**src/rtl/fpv_csr_pkg.sv**
```systemverilog
package fpv_csr_pkg;
  localparam logic [11:0] A_FFLAGS = 12'h001;
  localparam logic [11:0] A_FRM    = 12'h002;
  localparam logic [11:0] A_FCSR   = 12'h003;
  localparam logic [11:0] A_VSTART = 12'h008;
  localparam logic [11:0] A_VXSAT  = 12'h009;
  localparam logic [11:0] A_VXRM   = 12'h00A;
  localparam logic [11:0] A_VCSR   = 12'h00F;
  localparam logic [11:0] A_VL     = 12'hC20;
  localparam logic [11:0] A_VTYPE  = 12'hC21;
  localparam logic [11:0] A_VLENB  = 12'hC22;

  localparam int unsigned FFLAGS_W = 5;
  localparam int unsigned FRM_W    = 3;
  localparam int unsigned VXRM_W   = 2;

  typedef enum logic [3:0] {
    SEL_NONE, SEL_FFLAGS, SEL_FRM, SEL_FCSR,
    SEL_VSTART, SEL_VXSAT, SEL_VXRM, SEL_VCSR,
    SEL_VL, SEL_VTYPE, SEL_VLENB
  } csr_sel_e;
endpackage

```
**src/rtl/fpv_csr_decode.sv**
```systemverilog
module fpv_csr_decode
  import fpv_csr_pkg::*;
#(
  parameter bit HAS_F      = 1'b1,
  parameter bit FP_IN_XREG = 1'b0
) (
  input  logic [11:0] addr,
  input  logic        we,
  input  logic        fp_enable,
  input  logic        dbg_mode,
  output csr_sel_e    sel,
  output logic        illegal,
  output logic        fp_wr_ok,
  output logic        vec_wr_ok,
  output logic        fs_mark
);
  logic is_fp, is_vec_rw, is_ro, fp_ok;

  always_comb begin
    case (addr)
      A_FFLAGS: sel = SEL_FFLAGS;
      A_FRM:    sel = SEL_FRM;
      A_FCSR:   sel = SEL_FCSR;
      A_VSTART: sel = SEL_VSTART;
      A_VXSAT:  sel = SEL_VXSAT;
      A_VXRM:   sel = SEL_VXRM;
      A_VCSR:   sel = SEL_VCSR;
      A_VL:     sel = SEL_VL;
      A_VTYPE:  sel = SEL_VTYPE;
      A_VLENB:  sel = SEL_VLENB;
      default:  sel = SEL_NONE;
    endcase
  end

  assign is_fp     = (sel == SEL_FFLAGS) || (sel == SEL_FRM) || (sel == SEL_FCSR);
  assign is_vec_rw = (sel == SEL_VSTART) || (sel == SEL_VXSAT) ||
                     (sel == SEL_VXRM)   || (sel == SEL_VCSR);
  assign is_ro     = (sel == SEL_VL) || (sel == SEL_VTYPE) || (sel == SEL_VLENB);
  assign fp_ok     = fp_enable || dbg_mode || FP_IN_XREG;

  assign illegal   = (sel == SEL_NONE) || (is_fp && !fp_ok) || (is_ro && we);
  assign fp_wr_ok  = we && is_fp && fp_ok;
  assign vec_wr_ok = we && is_vec_rw;
  assign fs_mark   = fp_wr_ok && HAS_F;
endmodule

```
**src/rtl/fpv_fp_state.sv**
```systemverilog
module fpv_fp_state
  import fpv_csr_pkg::*;
(
  input  logic                clk,
  input  logic                rst,
  input  logic                wr_en,
  input  csr_sel_e            sel,
  input  logic [7:0]          wdata,
  output logic [FFLAGS_W-1:0] fflags,
  output logic [FRM_W-1:0]    frm
);
  always_ff @(posedge clk) begin
    if (rst) begin
      fflags <= '0;
      frm    <= '0;
    end else if (wr_en) begin
      case (sel)
        SEL_FFLAGS: fflags <= wdata[FFLAGS_W-1:0];
        SEL_FRM:    frm    <= wdata[FRM_W-1:0];
        SEL_FCSR: begin
          fflags <= wdata[FFLAGS_W-1:0];
          frm    <= wdata[FFLAGS_W +: FRM_W];
        end
        default: ;
      endcase
    end
  end

  // single-field writes leave the neighbour untouched
  a_r3_frm_keeps_flags: assert property (@(posedge clk) disable iff (rst)
    $past(wr_en && sel == SEL_FRM) |-> $stable(fflags));
  a_r3_flags_keep_frm: assert property (@(posedge clk) disable iff (rst)
    $past(wr_en && sel == SEL_FFLAGS) |-> $stable(frm));
  // no write strobe, no change
  a_r5_idle_holds: assert property (@(posedge clk) disable iff (rst)
    $past(!wr_en) |-> $stable({frm, fflags}));
endmodule

```
**src/rtl/fpv_vec_state.sv**
```systemverilog
module fpv_vec_state
  import fpv_csr_pkg::*;
#(
  parameter int unsigned VSTART_W = 7
) (
  input  logic                clk,
  input  logic                rst,
  input  logic                wr_en,
  input  csr_sel_e            sel,
  input  logic [VSTART_W-1:0] wdata,
  output logic [VXRM_W-1:0]   vxrm,
  output logic                vxsat,
  output logic [VSTART_W-1:0] vstart
);
  always_ff @(posedge clk) begin
    if (rst) begin
      vxrm   <= '0;
      vxsat  <= 1'b0;
      vstart <= '0;
    end else if (wr_en) begin
      case (sel)
        SEL_VSTART: vstart <= wdata;
        SEL_VXSAT:  vxsat  <= wdata[0];
        SEL_VXRM:   vxrm   <= wdata[VXRM_W-1:0];
        SEL_VCSR: begin
          vxsat <= wdata[0];
          vxrm  <= wdata[1 +: VXRM_W];
        end
        default: ;
      endcase
    end
  end

  // single-field writes leave the neighbour untouched
  a_r6_vxrm_keeps_sat: assert property (@(posedge clk) disable iff (rst)
    $past(wr_en && sel == SEL_VXRM) |-> $stable(vxsat));
  // start index takes the low bits of the write
  a_r8_vstart_low_bits: assert property (@(posedge clk) disable iff (rst)
    $past(wr_en && sel == SEL_VSTART) |-> vstart == $past(wdata));
endmodule

```
**src/rtl/fpv_csr_unit.sv**
```systemverilog
module fpv_csr_unit
  import fpv_csr_pkg::*;
#(
  parameter int unsigned XLEN       = 64,
  parameter int unsigned VLEN       = 128,
  parameter int unsigned VTYPE_W    = 8,
  parameter bit          HAS_F      = 1'b1,
  parameter bit          FP_IN_XREG = 1'b0,
  localparam int unsigned VSTART_W  = $clog2(VLEN),
  localparam int unsigned VL_W      = $clog2(VLEN) + 1
) (
  input  logic                clk,
  input  logic                rst,
  input  logic                csr_valid,
  input  logic                csr_we,
  input  logic [11:0]         csr_addr,
  input  logic [XLEN-1:0]     csr_wdata,
  input  logic                fp_enable,
  input  logic                dbg_mode,
  input  logic                xlen64,
  input  logic [VL_W-1:0]     vl_in,
  input  logic [VTYPE_W-1:0]  vtype_in,
  input  logic                vill_in,
  output logic [XLEN-1:0]     csr_rdata,
  output logic                csr_illegal,
  output logic                fs_dirty,
  output logic                vs_dirty
);
  localparam int unsigned WUSE = (VSTART_W > 8) ? VSTART_W : 8;

  csr_sel_e              sel;
  logic                  illegal, fp_wr_ok, vec_wr_ok, fs_mark;
  logic [FFLAGS_W-1:0]   fflags;
  logic [FRM_W-1:0]      frm;
  logic [VXRM_W-1:0]     vxrm;
  logic                  vxsat;
  logic [VSTART_W-1:0]   vstart;
  logic [XLEN-1:0]       rd_val, vt_view;

  generate
    if (XLEN > WUSE) begin : g_unused
      logic unused_hi;
      assign unused_hi = ^csr_wdata[XLEN-1:WUSE];
    end
  endgenerate

  fpv_csr_decode #(.HAS_F(HAS_F), .FP_IN_XREG(FP_IN_XREG)) u_dec (
    .addr(csr_addr), .we(csr_we), .fp_enable(fp_enable), .dbg_mode(dbg_mode),
    .sel(sel), .illegal(illegal), .fp_wr_ok(fp_wr_ok),
    .vec_wr_ok(vec_wr_ok), .fs_mark(fs_mark)
  );

  fpv_fp_state u_fp (
    .clk(clk), .rst(rst), .wr_en(csr_valid && fp_wr_ok), .sel(sel),
    .wdata(csr_wdata[7:0]), .fflags(fflags), .frm(frm)
  );

  fpv_vec_state #(.VSTART_W(VSTART_W)) u_vec (
    .clk(clk), .rst(rst), .wr_en(csr_valid && vec_wr_ok), .sel(sel),
    .wdata(csr_wdata[VSTART_W-1:0]), .vxrm(vxrm), .vxsat(vxsat), .vstart(vstart)
  );

  generate
    if (XLEN == 64) begin : g_vt64
      always_comb begin
        vt_view = XLEN'(vtype_in);
        if (xlen64) vt_view[63] = vill_in;
        else        vt_view[31] = vill_in;
      end
    end else begin : g_vt32
      logic unused_xl;
      assign unused_xl = xlen64;
      always_comb begin
        vt_view = XLEN'(vtype_in);
        vt_view[XLEN-1] = vill_in;
      end
    end
  endgenerate

  always_comb begin
    case (sel)
      SEL_FFLAGS: rd_val = XLEN'(fflags);
      SEL_FRM:    rd_val = XLEN'(frm);
      SEL_FCSR:   rd_val = XLEN'({frm, fflags});
      SEL_VSTART: rd_val = XLEN'(vstart);
      SEL_VXSAT:  rd_val = XLEN'(vxsat);
      SEL_VXRM:   rd_val = XLEN'(vxrm);
      SEL_VCSR:   rd_val = XLEN'({vxrm, vxsat});
      SEL_VL:     rd_val = XLEN'(vl_in);
      SEL_VTYPE:  rd_val = vt_view;
      SEL_VLENB:  rd_val = XLEN'(VLEN / 8);
      default:    rd_val = '0;
    endcase
  end

  always_ff @(posedge clk) begin
    if (rst) begin
      csr_rdata   <= '0;
      csr_illegal <= 1'b0;
      fs_dirty    <= 1'b0;
      vs_dirty    <= 1'b0;
    end else begin
      fs_dirty <= csr_valid && fs_mark;
      vs_dirty <= csr_valid && vec_wr_ok;
      if (csr_valid) begin
        csr_rdata   <= illegal ? '0 : rd_val;
        csr_illegal <= illegal;
      end
    end
  end

  // FP dirty request only follows a write access
  a_r4_fs_after_write: assert property (@(posedge clk) disable iff (rst)
    fs_dirty |-> $past(csr_valid && csr_we));
  // vector dirty request only follows a write access
  a_r7_vs_after_write: assert property (@(posedge clk) disable iff (rst)
    vs_dirty |-> $past(csr_valid && csr_we));
  // an illegal access never marks state dirty
  a_r11_illegal_no_dirty: assert property (@(posedge clk) disable iff (rst)
    csr_illegal |-> !fs_dirty && !vs_dirty);
  // illegal-type flag lands in the top bit of the wide view
  a_r10_vill_msb: assert property (@(posedge clk) disable iff (rst)
    (csr_valid && !csr_we && csr_addr == A_VTYPE && vill_in && xlen64)
      |=> csr_rdata[XLEN-1]);
endmodule

```
**config.mk**
```make
export PLATFORM = sky130hd
export DESIGN_NAME = fpv_csr_unit
export DESIGN_NICKNAME = d
export VERILOG_FILES = /design/src/rtl/fpv_csr_pkg.sv /design/src/rtl/fpv_csr_decode.sv /design/src/rtl/fpv_fp_state.sv /design/src/rtl/fpv_vec_state.sv /design/src/rtl/fpv_csr_unit.sv
export SDC_FILE = /design/constraint.sdc
export NUM_CORES = 1
export LEC_CHECK = 0
export ABC_AREA = 1
export CAP_MARGIN = 20
export CORE_MARGIN = 8
export CORE_UTILIZATION = 39
export DETAILED_ROUTE_END_ITERATION = 8
export PLACE_DENSITY = 0.89
export SLEW_MARGIN = 20
export SYNTH_ARGS = -nofsm -noshare
export SYNTH_HDL_FRONTEND = slang
export SYNTH_HIERARCHICAL = 1
export SYNTH_SLANG_ARGS = --single-unit
```
**constraint.sdc**
```tcl
create_clock -name clk -period 3.5 [get_ports clk]
set_input_delay 0.35 -clock clk [delete_from_list [all_inputs] [get_ports clk]]
set_output_delay 0.35 -clock clk [all_outputs]
set_load 0.1 [all_outputs]
```
==> impl_summary.txt, run 1 <==
----------------------------------------------------
[Floorplanning]
  Row count ... 29
  Top-level port count ... 167
  Area of the placeable core ... 6280 um^2
  Chip Height ... ~96 um
  Starting density of the core ... 39.8%
  Die X ... a little under 100 um
  Full die area ... 9230 um^2

[Synthesis]
  Share of synthesized area occupied by flip-flops and latches ... approximately a quarter
  Distinct cell type count after synthesis ... 28
  Top cells by count, synth ... sky130_fd_sc_hd__nand2_1 (121), sky130_fd_sc_hd__buf_4 (55), sky130_fd_sc_hd__nor2_1 (43), sky130_fd_sc_hd__inv_1 (40), sky130_fd_sc_hd__nand3_1 (36)
  Yosys warnings ... 6
  Most used standard cell by instance count after synthesis ... sky130_fd_sc_hd__nand2_1
  Fraction of synthesis flops using an asynchronous set or reset pin ... 0%
  Count of mapped cells out of synthesis ... 402
  Count of flip-flops with a built-in enable after synthesis ... 0
  Mean Syn Cell Area ... about 6.2 um^2
  Cell area after synthesis ... about 2500 um^2
  Post-synthesis register bit count ... 31
  Top cell type's share of synthesized area ... between 20% and 30%
  Biggest area consumer among synthesized cells ... sky130_fd_sc_hd__dfxtp_1
  Top_reg_cell synth ... sky130_fd_sc_hd__dfxtp_1
  Synth top area cells ... sky130_fd_sc_hd__dfxtp_1 (25%), sky130_fd_sc_hd__nand2_1 (18%), sky130_fd_sc_hd__buf_4 (17%)

[STA]
  Fraction of the cycle the final worst path needs ... between 70% and 80%
  Final setup violation count ... 0
  Worst relative slew slack ... 34.7%
  Unrepaired setup endpoints after global routing ... no
  Accumulated negative setup slack ... 0 ns
  Achievable frequency ... approximately 400 MHz
  Final Max Tran Viols ... 0
  Fin. Hold Viols ... 0
  Final WS setup ... 0.942 ns
  Clock Skews ... approximately 0.008 ns
  Slew at the pin closest to its max-slew limit ... 0.976 ns
  Post-layout minimum cycle time ... roughly 2.6 ns

[Layout]
  Number of nets in the layout ... about 560
  Number of fillers in the final layout ... around 620
  Non-filler instance count after layout ... 537
  Number of antenna diodes ... 0
  Layout Cell Area excl Fill ... 3040 um^2
  Area grow syn2layout ... 21.4%
  Ratio of cells with drive above 1 in the final layout ... around a tenth

[Min path]
  Hold-critical path depth ... 2
  HP Class ... reg -> reg

[Global routing]
  Global routing met1 resource utilization ... about 14%
  Routing usage on met2 ... around 26%
  Met3 Usage GRT ... around 3.8%
  Overflow after GRT ... 0
  Antenna violations before repair ... 0
  Most used routing layer in global routing ... met2
  Via count of the first global-routing pass ... roughly 2500
  First-pass GRT wire length ... between 10 and 15 mm
  Largest net degree at the start of global routing ... 18
  Total track usage ... about 14%

[Power and ir drop]
  Design internal power ... 637 uW
  Flop pwr share ... 33.2%
  Power share of the combinational group ... approximately a third
  Worst VDD drop ... 0.244 mV
  Pwr/cell area ... 351 nW/um^2
  Proportion of total power due to net switching ... about two fifths
  Clk network pwr share ... between 30% and 40%
  Net load switching power ... between 400 and 500 uW
  Post-layout total power ... between 1 and 1.5 mW
  Static power due to leakage ... around 1.5 nW

[Critical path]
  Number of cells on the worst reg-to-reg path ... 6
  Terminus of the critical flop-to-flop path ... csr_rdata[0]
  CP Capture Point ... csr_rdata[5]
  Worst setup slack for register-to-register paths ... ~2.5 ns
  Critical path required time ... roughly 3.7 ns
  Critical path capture point type ... register
  CP Data Arrival Time ... about 2.8 ns
  Worst setup path startpoint ... csr_addr[1]
  Critical R2R Launch ... u_vec/vxrm[0]
  Crit Path Max Fanout ... 17
  Startpoint class of the critical path ... input port
  Worst Setup Path Type ... in -> reg

[Routing]
  Number of design rule violations left after detail routing ... 0
  DRT antenna net count ... 0
  Average via count per standard cell ... between 4 and 5
  Iteration count of the initial detailed-routing pass ... 4
  Post-detailed-routing wire length ... 6.38 mm
  Avg WL per Cell ... between 10 and 15 um
  Overall via count from detail_route ... roughly 2500
  First DRT Iteration DRCs ... about 160

[Job]
  Max-cap violation count ... 0

[Clock network]
  Clock-pin slew reported for the worst setup and hold paths after clock tree synthesis ... around 0.060 ns
  Post-CTS Setup Repair Bufs ... 0
  CTS Buffer Depth ... 2
  Root buf cell ... sky130_fd_sc_hd__clkbuf_8
  H-tree depth reported by CTS ... 2
  CTS Buf Count ... 5
  Number of clock sinks ... 31
  Clock insertion delay at the later pin of the skew report ... between 0.2 and 0.3 ns
  CTS tree ... yes
  Number of gates resized after cts ... 0
  Number of buffers inserted for hold repair after clock tree synthesis ... 0

[Placement]
  Placed cell areas ... about 2900 um^2
  Gpl congestion ... a little under 0.9
  Placed wire-length estimate ... 5.26 mm
  Number of I/O port buffers ... 56
  # placed instances ... 529
  Setup WS pre-CTS ... 0.674 ns

[Outcome]
  Run status ... finished clean

----------------------------------------------------
[cells in the final DEF, fill, tap and decap left out]
cell type | netlist | layout
sky130_fd_sc_hd__a21oi_1 | 18 | 18
sky130_fd_sc_hd__a21oi_2 | 1 | 1
sky130_fd_sc_hd__and2_2 | 1 | 1
sky130_fd_sc_hd__and3_1 | 1 | 1
sky130_fd_sc_hd__buf_4 | 55 | 1
sky130_fd_sc_hd__bufinv_16 | 0 | 1
sky130_fd_sc_hd__clkbuf_8 | 0 | 6
sky130_fd_sc_hd__clkdlybuf4s50_1 | 0 | 56
sky130_fd_sc_hd__clkinv_2 | 0 | 1
sky130_fd_sc_hd__conb_1 | 1 | 54
sky130_fd_sc_hd__dfxtp_1 | 31 | 31
sky130_fd_sc_hd__inv_1 | 40 | 40
sky130_fd_sc_hd__inv_2 | 5 | 5
sky130_fd_sc_hd__nand2_1 | 121 | 121
sky130_fd_sc_hd__nand2_2 | 10 | 10
sky130_fd_sc_hd__nand3_1 | 36 | 36
sky130_fd_sc_hd__nand3_2 | 2 | 2
sky130_fd_sc_hd__nand3b_4 | 1 | 1
sky130_fd_sc_hd__nand4_1 | 6 | 6
sky130_fd_sc_hd__nor2_1 | 43 | 43
sky130_fd_sc_hd__nor2_2 | 7 | 7
sky130_fd_sc_hd__nor2_4 | 7 | 7
sky130_fd_sc_hd__nor2_8 | 1 | 1
sky130_fd_sc_hd__nor3_1 | 4 | 4
sky130_fd_sc_hd__nor3_4 | 1 | 1
sky130_fd_sc_hd__o21ai_0 | 1 | 1
sky130_fd_sc_hd__o21ai_1 | 1 | 1
sky130_fd_sc_hd__o21ai_2 | 2 | 2
sky130_fd_sc_hd__or2_2 | 1 | 1
[worst min-delay path by stage]
stage	startpoint	end	slack (ns)
after floorplan	rst	csr_rdata[5]	0.42
after global placement	u_fp/fflags[1]	u_fp/fflags[1]	0.45
after detailed placement	csr_rdata[0]	csr_rdata[0]	0.46
after CTS	csr_rdata[7]	csr_rdata[7]	0.47
after global routing	csr_rdata[1]	csr_rdata[1]	0.49
final	csr_rdata[7]	csr_rdata[7]	0.46
[power by group through the flow]
stage               Clock (mW)  Combinational [mW]  Sequential (mW)
finish                   0.363               0.350            0.354
global route             0.385               0.362            0.354
CTS                      0.367               0.347            0.354
detailed placement           0               0.347            0.362
global placement             0               0.345            0.362
floorplan                    0               0.325            0.368
[layer usage]
layer | wire length (um) | vias to the layer above
met5 | 0 | -
met4 | 214 | 0
met3 | 595 | 22
met2 | 3280 | 116
met1 | 2290 | 1123
li1 | - | 1250
[layout make-up]
| cell class | instances | area, um^2 | share of cell area, % |
|---|---|---|---|
| multi-input cells | 319 | 1460 | 48.2 |
| repair buffers | 57 | 568 | 18.7 |
| clock inverters | 2 | 35.0 | 1.15 |
| flip-flops and latches | 31 | 621 | 20.4 |
| clock buffers | 6 | 82.6 | 2.72 |
| inverters | 45 | 169 | 5.56 |
| well taps | 77 | 96.3 | 3.17 |
[flip-flops by register name, indices dropped and copies added (netlist names)]
name	cells
csr_illegal	1
u_fp/fflags	5
vs_dirty	1
u_fp/frm	3
fs_dirty	1
csr_rdata	10
u_vec/vxsat	1
u_vec/vxrm	2
u_vec/vstart	7
[logic make-up after synthesis]
kind of cell	count (synthesis)	synth area share [%]
flops	31	24.8
buf+inv	105	24.6
simple gates	242	45.4
compound gates	23	5.05
other cells	1	0.150
[worst max-delay path, cell delays in order]
cell and delay, ns:
sky130_fd_sc_hd__clkdlybuf4s50_1 0.57, sky130_fd_sc_hd__nand2_1 0.11, sky130_fd_sc_hd__inv_1 0.08, sky130_fd_sc_hd__nand2_2 0.07, sky130_fd_sc_hd__nand3_2 0.08, sky130_fd_sc_hd__nand2_2 0.08, sky130_fd_sc_hd__nand3_2 0.07, sky130_fd_sc_hd__nand2_1 0.06
sky130_fd_sc_hd__inv_1 0.40, sky130_fd_sc_hd__inv_1 0.13, sky130_fd_sc_hd__nand2_1 0.21, sky130_fd_sc_hd__o21ai_2 0.10, sky130_fd_sc_hd__nor2_4 0.20, sky130_fd_sc_hd__nand2_1 0.10, sky130_fd_sc_hd__a21oi_1 0.15
[through the flow]
stage,hold slack [ns],util [%]
6_report,0.465,48.4
2_1_floorplan,0.419,-
3_5_place_dp,0.457,46.5
5_1_grt,0.491,48.4
4_1_cts,0.468,48.4
3_3_place_gp,0.450,46.5
No activity file was read; power rests on OpenSTA's default activity.
==> inputs of run 2 (changes only) <==
--- a/config.mk
+++ b/config.mk
@@ -8,9 +8,9 @@
 export ABC_AREA = 1
 export CAP_MARGIN = 20
 export CORE_MARGIN = 8
-export CORE_UTILIZATION = 39
+export CORE_UTILIZATION = 36
 export DETAILED_ROUTE_END_ITERATION = 8
-export PLACE_DENSITY = 0.89
+export PLACE_DENSITY = 0.83
 export SLEW_MARGIN = 20
 export SYNTH_ARGS = -nofsm -noshare
 export SYNTH_HDL_FRONTEND = slang
==> constraint.sdc (replaced) <==
create_clock -name clk -period 2.4 [get_ports clk]
set_input_delay 0.24 -clock clk [delete_from_list [all_inputs] [get_ports clk]]
set_output_delay 0.24 -clock clk [all_outputs]
set_load 0.1 [all_outputs]
==> impl_summary.txt, run 2 (same netlist as run 1, synthesis figures left out) <==
----------------------------------------------------
[Critical path]
  CP Capture Point ... csr_rdata[63]
  Critical path capture point type ... register
  Number of cells on the critical path ... 15 (unchanged)
  Startpoint class of the critical path ... input port
  CP Data Arrival Time ... 2.36 ns (-0.41 ns)
  Terminus of the critical flop-to-flop path ... csr_rdata[0]
  Critical R2R Launch ... u_vec/vxrm[0]
  Crit path buffers/inverters ... 4 (unchanged)
  Worst setup path startpoint ... csr_addr[1]
  Worst setup slack for register-to-register paths ... 1.49 ns (-1.04 ns)
  Largest stage delay on the critical path ... 0.56 ns (about the same)
  Number of cells on the worst reg-to-reg path ... 6 (unchanged)
  Critical path required time ... 2.61 ns (-1.10 ns)
  Crit Path Max Fanout ... 10 (-7)
  Crit path max-delay family ... simple AND/OR/NAND/NOR gates
  Chain of cells forming the critical path ... clkdlybuf4s50_1 > nand2_1 > inv_1 > nand2_2 > nand3_2 > nand2_2 > nand3_2 > nand2_1 > inv_1 > inv_1 > nand2_1 > o21ai_2 > nor2_4 > nand4_1 > a21oi_1
  Crit path max-delay cell type ... sky130_fd_sc_hd__clkdlybuf4s50_1
  Worst Setup Path Type ... in -> reg

[Placement]
  Setup WS pre-CTS ... -0.0297 ns (-0.704 ns)
  Placed cell areas ... 2920 um^2 (about the same)
  Placed wire-length estimate ... 5.22 mm (-0.75%)
  Gpl congestion ... 0.888 (+0.87%)
  Number of I/O port buffers ... 56 (unchanged)

[Clock network]
  CTS Buf Count ... 5 (unchanged)
  Number of gates resized after cts ... 0 (unchanged)
  Root buf cell ... sky130_fd_sc_hd__clkbuf_8
  Number of buffers inserted for hold repair after clock tree synthesis ... 0 (unchanged)
  Clock-pin slew reported for the worst setup and hold paths after clock tree synthesis ... 0.06 ns (about the same)
  CTS Buffer Depth ... 2 (unchanged)
  H-tree depth reported by CTS ... 2 (unchanged)
  CTS tree ... yes
  Post-CTS Setup Repair Bufs ... 0 (unchanged)
  Number of clock sinks ... 31 (unchanged)
  Clock insertion delay at the later pin of the skew report ... 0.28 ns (about the same)

[Routing]
  Iteration count of the initial detailed-routing pass ... 4 (unchanged)
  Post-detailed-routing wire length ... 6.16 mm (-3.5%)
  Sum of met3 wire segment lengths after detailed routing ... 565 um (-5.0%)
  Number of design rule violations left after detail routing ... 0 (unchanged)
  First DRT Iteration DRCs ... 92 (-41%)
  Metal2 WL ... 3.09 mm (-5.7%)
  DRT antenna net count ... 0 (unchanged)
  Overall via count from detail_route ... 2398 (-4.5%)
  Uppermost layer routed ... met4
  Avg WL per Cell ... 11.3 um (-4.7%)
  Average via count per standard cell ... 4.41 (-5.7%)
  Routed metal-1 wire length ... 2.41 mm (+5.0%)

[Power and ir drop]
  Worst VDD drop ... 0.202 mV (-17%)
  Static power due to leakage ... 1.55 nW (+3.2%)
  Flop pwr share ... 33.2% (about the same)
  Power share of the combinational group ... 32.7% (about the same)
  Design internal power ... 929 uW (+46%)
  Net load switching power ... 625 uW (+45%)
  Post-layout total power ... 1.55 mW (+46%)
  Pwr/cell area ... 512 nW/um^2 (+46%)
  Proportion of total power due to net switching ... 40.2% (-0.053 points)
  Clk network pwr share ... 34.1% (about the same)

[STA]
  Post-layout minimum cycle time ... roughly 2.1 ns
  Accumulated negative setup slack ... 0 ns (unchanged)
  Fraction of the cycle the final worst path needs ... about 90%
  Final WS setup ... 0.252 ns (-0.690 ns)
  Unrepaired setup endpoints after global routing ... no
  Achievable frequency ... between 400 and 500 MHz
  Clock Skews ... 0.00749 ns (-0.000412 ns)
  Final setup violation count ... 0 (unchanged)
  Fin. Hold Viols ... 0 (unchanged)
  Final Max Tran Viols ... 0 (unchanged)

[Global routing]
  First-pass GRT wire length ... 10.5 mm (+1.5%)
  Total track usage ... 12.7% (-1.2 points)
  Antenna violations before repair ... 0 (unchanged)
  Largest net degree at the start of global routing ... 15 (-3)
  Overflow after GRT ... 0 (unchanged)
  Via count of the first global-routing pass ... 2414 (-2.0%)

[Job]
  Max-cap violation count ... 0 (unchanged)

[Layout]
  Largest register FFs ... 10 (unchanged)
  Register containing the most flip-flops in the final layout ... csr_rdata
  Number of fillers in the final layout ... 689 (+11%)
  Commonest non-fill, non-tap cell in the layout ... sky130_fd_sc_hd__nand2_1
  Final Core Density ... 44.9% (-3.4 points)
  Commonest non-fill, non-tap cells in the layout ... sky130_fd_sc_hd__nand2_1 (121), sky130_fd_sc_hd__conb_1 (54), sky130_fd_sc_hd__nor2_1 (43), sky130_fd_sc_hd__clkdlybuf4s50_1 (43), sky130_fd_sc_hd__inv_1 (40)
  Layout Cell Area excl Fill ... 3040 um^2 (about the same)
  Number of antenna diodes ... 0 (unchanged)
  Area grow syn2layout ... 21.4% (about the same)
  Largest registers ranked by flip-flop count ... csr_rdata: 10 flops, u_vec/vstart: 7 flops, u_fp/fflags: 5 flops
  Ratio of cells with drive above 1 in the final layout ... 14.0% (+3.6 points)
  Number of nets in the layout ... 563 (+0.72%)

[Floorplanning]
  Row count ... 30 (+3.4%)
  Area of the placeable core ... 6760 um^2 (+7.6%)
  Chip Height ... 99.4 um (+3.4%)
  Starting density of the core ... 37.0% (-2.8 points)
  Top-level port count ... 167 (unchanged)
  Die X ... 99.4 um (+3.4%)
  Full die area ... 9870 um^2 (+6.9%)

[Outcome]
  Run status ... finished clean

[Min path]
  HP Class ... reg -> reg

----------------------------------------------------
-- run 2: changes by cell type in the layout (fill, tap and decap cells not counted), sizes merged --
cell / previous run / this run
buf: 1 / 18
clkdlybuf4s50: 56 / 43
-- run 2: worst register-to-register path, stage by stage (launching register included) --
cell                      delay [ns]
sky130_fd_sc_hd__dfxtp_1        0.39
sky130_fd_sc_hd__nand3_1        0.10
sky130_fd_sc_hd__nand2_1        0.09
sky130_fd_sc_hd__nor2_1         0.04
sky130_fd_sc_hd__nand2_1        0.07
sky130_fd_sc_hd__nand2_1        0.05
sky130_fd_sc_hd__a21oi_1        0.11
-- run 2: per-layer routing --
| metal | vias to the layer above | global-route usage, % |
|---|---|---|
| met4 | 0 | 4.07 |
| met1 | 1050 | 13.7 |
| met3 | 9 | 3.84 |
| met5 | - | 0 |
| met2 | 81 | 23.2 |
| li1 | 1258 | - |
-- run 2: per-stage QoR --
step	instances	hold slack, ns
after global routing	544	0.483
after floorplan	455	0.309
after global placement	536	0.452
final	544	0.465
after CTS	544	0.468
after detailed placement	536	0.458
-- run 2: worst min path at each step --
| stage | cells past startpoint | slack, ns | endpoint | from |
|---|---|---|---|---|
| after floorplan | 1 | 0.31 | csr_rdata[5] | rst |
| after global placement | 2 | 0.45 | u_fp/fflags[1] | u_fp/fflags[1] |
| after detailed placement | 2 | 0.46 | csr_rdata[31] | csr_rdata[31] |
| after CTS | 2 | 0.47 | csr_rdata[31] | csr_rdata[31] |
| after global routing | 2 | 0.48 | csr_rdata[31] | csr_rdata[31] |
| final | 2 | 0.46 | csr_rdata[31] | csr_rdata[31] |
-- run 2: power by group through the flow --
| stage | registers, mW | clock network, mW | logic, mW |
|---|---|---|---|
| 6_report | 0.516 | 0.529 | 0.508 |
| 5_1_grt | 0.516 | 0.561 | 0.525 |
| 3_5_place_dp | 0.528 | 0 | 0.505 |
| 3_3_place_gp | 0.528 | 0 | 0.503 |
| 4_1_cts | 0.516 | 0.541 | 0.505 |
| 2_1_floorplan | 0.536 | 0 | 0.474 |
-- run 2: cell type report --
class	instances	area [um^2]	area share (%)
inverter	45	169	5.56
sequential	31	621	20.4
timing repair buffer	61	566	18.6
tap	80	100	3.30
clock inverter	2	35.0	1.15
multi-input combinational	319	1460	48.2
clock buffer	6	82.6	2.72
==> inputs of run 3 (changes only) <==
--- a/config.mk
+++ b/config.mk
@@ -11,6 +11,7 @@
 export CORE_UTILIZATION = 36
 export DETAILED_ROUTE_END_ITERATION = 8
 export PLACE_DENSITY = 0.83
+export RECOVER_POWER = 50
 export SLEW_MARGIN = 20
 export SYNTH_ARGS = -nofsm -noshare
 export SYNTH_HDL_FRONTEND = slang
==> impl_summary.txt, run 3 (same netlist as run 1, synthesis figures left out) <==
----------------------------------------------------
[Clock network]
  Number of buffers inserted for hold repair after clock tree synthesis ... 0 (unchanged)
  Root buf cell ... sky130_fd_sc_hd__clkbuf_8
  Number of clock sinks ... 31 (unchanged)
  Post-CTS Setup Repair Bufs ... 0 (unchanged)
  CTS Buf Count ... 5 (unchanged)
  Clock-pin slew reported for the worst setup and hold paths after clock tree synthesis ... 0.07 ns (about the same)
  H-tree depth reported by CTS ... 2 (unchanged)
  Clock insertion delay at the later pin of the skew report ... 0.29 ns (about the same)
  CTS tree ... yes
  CTS Buffer Depth ... 2 (unchanged)
  Number of gates resized after cts ... 0 (unchanged)

[Routing]
  Post-detailed-routing wire length ... 6.21 mm (+0.91%)
  Iteration count of the initial detailed-routing pass ... 4 (unchanged)
  Avg WL per Cell ... 11.4 um (+0.91%)
  Number of design rule violations left after detail routing ... 0 (unchanged)
  First DRT Iteration DRCs ... 128 (+39%)
  Average via count per standard cell ... 4.42 (+0.25%)
  DRT antenna net count ... 0 (unchanged)
  Overall via count from detail_route ... 2404 (+0.25%)

[STA]
  Fraction of the cycle the final worst path needs ... 89.7% (+0.17 points)
  Fin. Hold Viols ... 0 (unchanged)
  Final WS setup ... 0.248 ns (-0.00419 ns)
  Worst relative slew slack ... a little over a fifth
  Final setup violation count ... 0 (unchanged)
  Post-layout minimum cycle time ... 2.15 ns (+0.00419 ns)
  Clock Skews ... 0.00934 ns (+0.00185 ns)
  Slew at the pin closest to its max-slew limit ... roughly 1.2 ns
  Unrepaired setup endpoints after global routing ... no
  Final Max Tran Viols ... 0 (unchanged)
  Achievable frequency ... 465 MHz (-0.19%)

[Floorplanning]
  Die X ... 99.4 um (unchanged)
  Top-level port count ... 167 (unchanged)
  Row count ... 30 (unchanged)
  Starting density of the core ... 37.0% (unchanged)
  Area of the placeable core ... 6760 um^2 (unchanged)
  Full die area ... 9870 um^2 (unchanged)
  Chip Height ... 99.4 um (unchanged)

[Layout]
  Number of nets in the layout ... 563 (unchanged)
  Register containing the most flip-flops in the final layout ... csr_rdata
  Ratio of cells with drive above 1 in the final layout ... 11.2% (-2.8 points)
  Number of antenna diodes ... 0 (unchanged)
  Number of fillers in the final layout ... 704 (+2.2%)
  Largest register FFs ... 10 (unchanged)
  Non-filler instance count after layout ... 544 (unchanged)
  Largest registers ranked by flip-flop count ... csr_rdata: 10 flops, u_vec/vstart: 7 flops, u_fp/fflags: 5 flops
  Commonest non-fill, non-tap cell in the layout ... sky130_fd_sc_hd__nand2_1
  Commonest non-fill, non-tap cells in the layout ... sky130_fd_sc_hd__nand2_1 (121), sky130_fd_sc_hd__conb_1 (54), sky130_fd_sc_hd__nor2_1 (43), sky130_fd_sc_hd__clkdlybuf4s50_1 (43), sky130_fd_sc_hd__inv_1 (40)
  Area grow syn2layout ... 19.5%

[Critical path]
  Critical path required time ... 2.58 ns (-0.03 ns)
  Startpoint class of the critical path ... input port
  Crit Path Max Fanout ... 14 (+4)
  Critical path capture point type ... register
  Worst Setup Path Type ... in -> reg
  CP Data Arrival Time ... 2.34 ns (-0.02 ns)

[Global routing]
  Via count of the first global-routing pass ... 2414 (unchanged)
  Overflow after GRT ... 0 (unchanged)
  Largest net degree at the start of global routing ... 15 (unchanged)
  Antenna violations before repair ... 0 (unchanged)
  Total track usage ... 12.7% (unchanged)
  First-pass GRT wire length ... 10.5 mm (unchanged)

[Job]
  Max-cap violation count ... 0 (unchanged)

[Placement]
  # placed instances ... 536 (unchanged)
  Placed wire-length estimate ... 5.22 mm (unchanged)
  Gpl congestion ... 0.888 (unchanged)
  Number of I/O port buffers ... 56 (unchanged)
  Setup WS pre-CTS ... -0.0297 ns (unchanged)

[Power and ir drop]
  Worst VDD drop ... 0.204 mV (+1.3%)
  Static power due to leakage ... 1.49 nW (-3.6%)
  Post-layout total power ... 1.56 mW (+0.12%)
  Pwr/cell area ... 521 nW/um^2 (+1.8%)

[Outcome]
  Run status ... finished clean

[Min path]
  HP Class ... reg -> reg

----------------------------------------------------
## run 3: changes by cell type in the layout (fill, tap and decap cells not counted), sizes merged
cell,previous run,this run
buf,18,5
clkbuf,6,19
## run 3: final timing paths
kind | startpoint | to | slack, ns | cells after the start
setup / recovery | csr_addr[1] | u_vec/vstart[0] | 0.25 | 16
hold / removal | csr_rdata[31] | csr_rdata[31] | 0.47 | 2
setup reg to reg | u_vec/vstart[0] | csr_rdata[0] | 1.47 | 6
hold reg to reg | csr_rdata[31] | csr_rdata[31] | 0.47 | 2
## run 3: worst max-delay path, stage by stage
cell	delay, ns
sky130_fd_sc_hd__clkdlybuf4s50_1	0.49
sky130_fd_sc_hd__nand2_1	0.13
sky130_fd_sc_hd__inv_1	0.05
sky130_fd_sc_hd__nand2_2	0.08
sky130_fd_sc_hd__nand3_2	0.08
sky130_fd_sc_hd__nand2_2	0.10
sky130_fd_sc_hd__nand3_2	0.08
sky130_fd_sc_hd__nand2_1	0.10
sky130_fd_sc_hd__inv_1	0.12
sky130_fd_sc_hd__buf_4	0.19
sky130_fd_sc_hd__nor2_2	0.11
sky130_fd_sc_hd__nand2_2	0.06
sky130_fd_sc_hd__nor2_4	0.27
sky130_fd_sc_hd__nand2_1	0.10
sky130_fd_sc_hd__nand2_1	0.07
sky130_fd_sc_hd__nor2_1	0.04
## run 3: layout make-up
cell class / count / area [um^2] / share of cell area [%]
timing repair buffer: 61 / 517 / 17.3
clock buffer: 6 / 82.6 / 2.76
inverter: 45 / 169 / 5.65
multi-input combinational: 319 / 1460 / 49.0
sequential: 31 / 621 / 20.8
tap: 80 / 100 / 3.35
clock inverter: 2 / 35.0 / 1.17
## run 3: power breakdown
part | internal [mW] | total, mW | leakage (nW) | switching (mW)
logic | 0.0767 | 0.507 | 1.18 | 0.431
clock network | 0.336 | 0.532 | 0.0612 | 0.197
registers | 0.515 | 0.516 | 0.250 | 0.000582
## run 3: metal layers
layer	GRT usage, %	share of wire [%]	vias to the layer above	routed length (um)
met5	0	0	-	0
met4	4.07	1.6	0	97
met3	3.84	7.8	9	482
met2	23.2	49	80	3070
met1	13.7	41	1056	2560
li1	-	-	1259	-
## run 3: per-stage QoR
stage / hold slack, ns / TNS, ns / utilization [%] / cell area, um^2
after floorplan: 0.309 / 0 / - / 2700
after global placement: 0.452 / 0 / 43.2 / 2920
after detailed placement: 0.458 / -0.172 / 43.2 / 2920
after CTS: 0.468 / 0 / 44.9 / 3040
after global routing: 0.481 / 0 / 44.2 / 2990
final: 0.465 / 0 / 44.2 / 2990
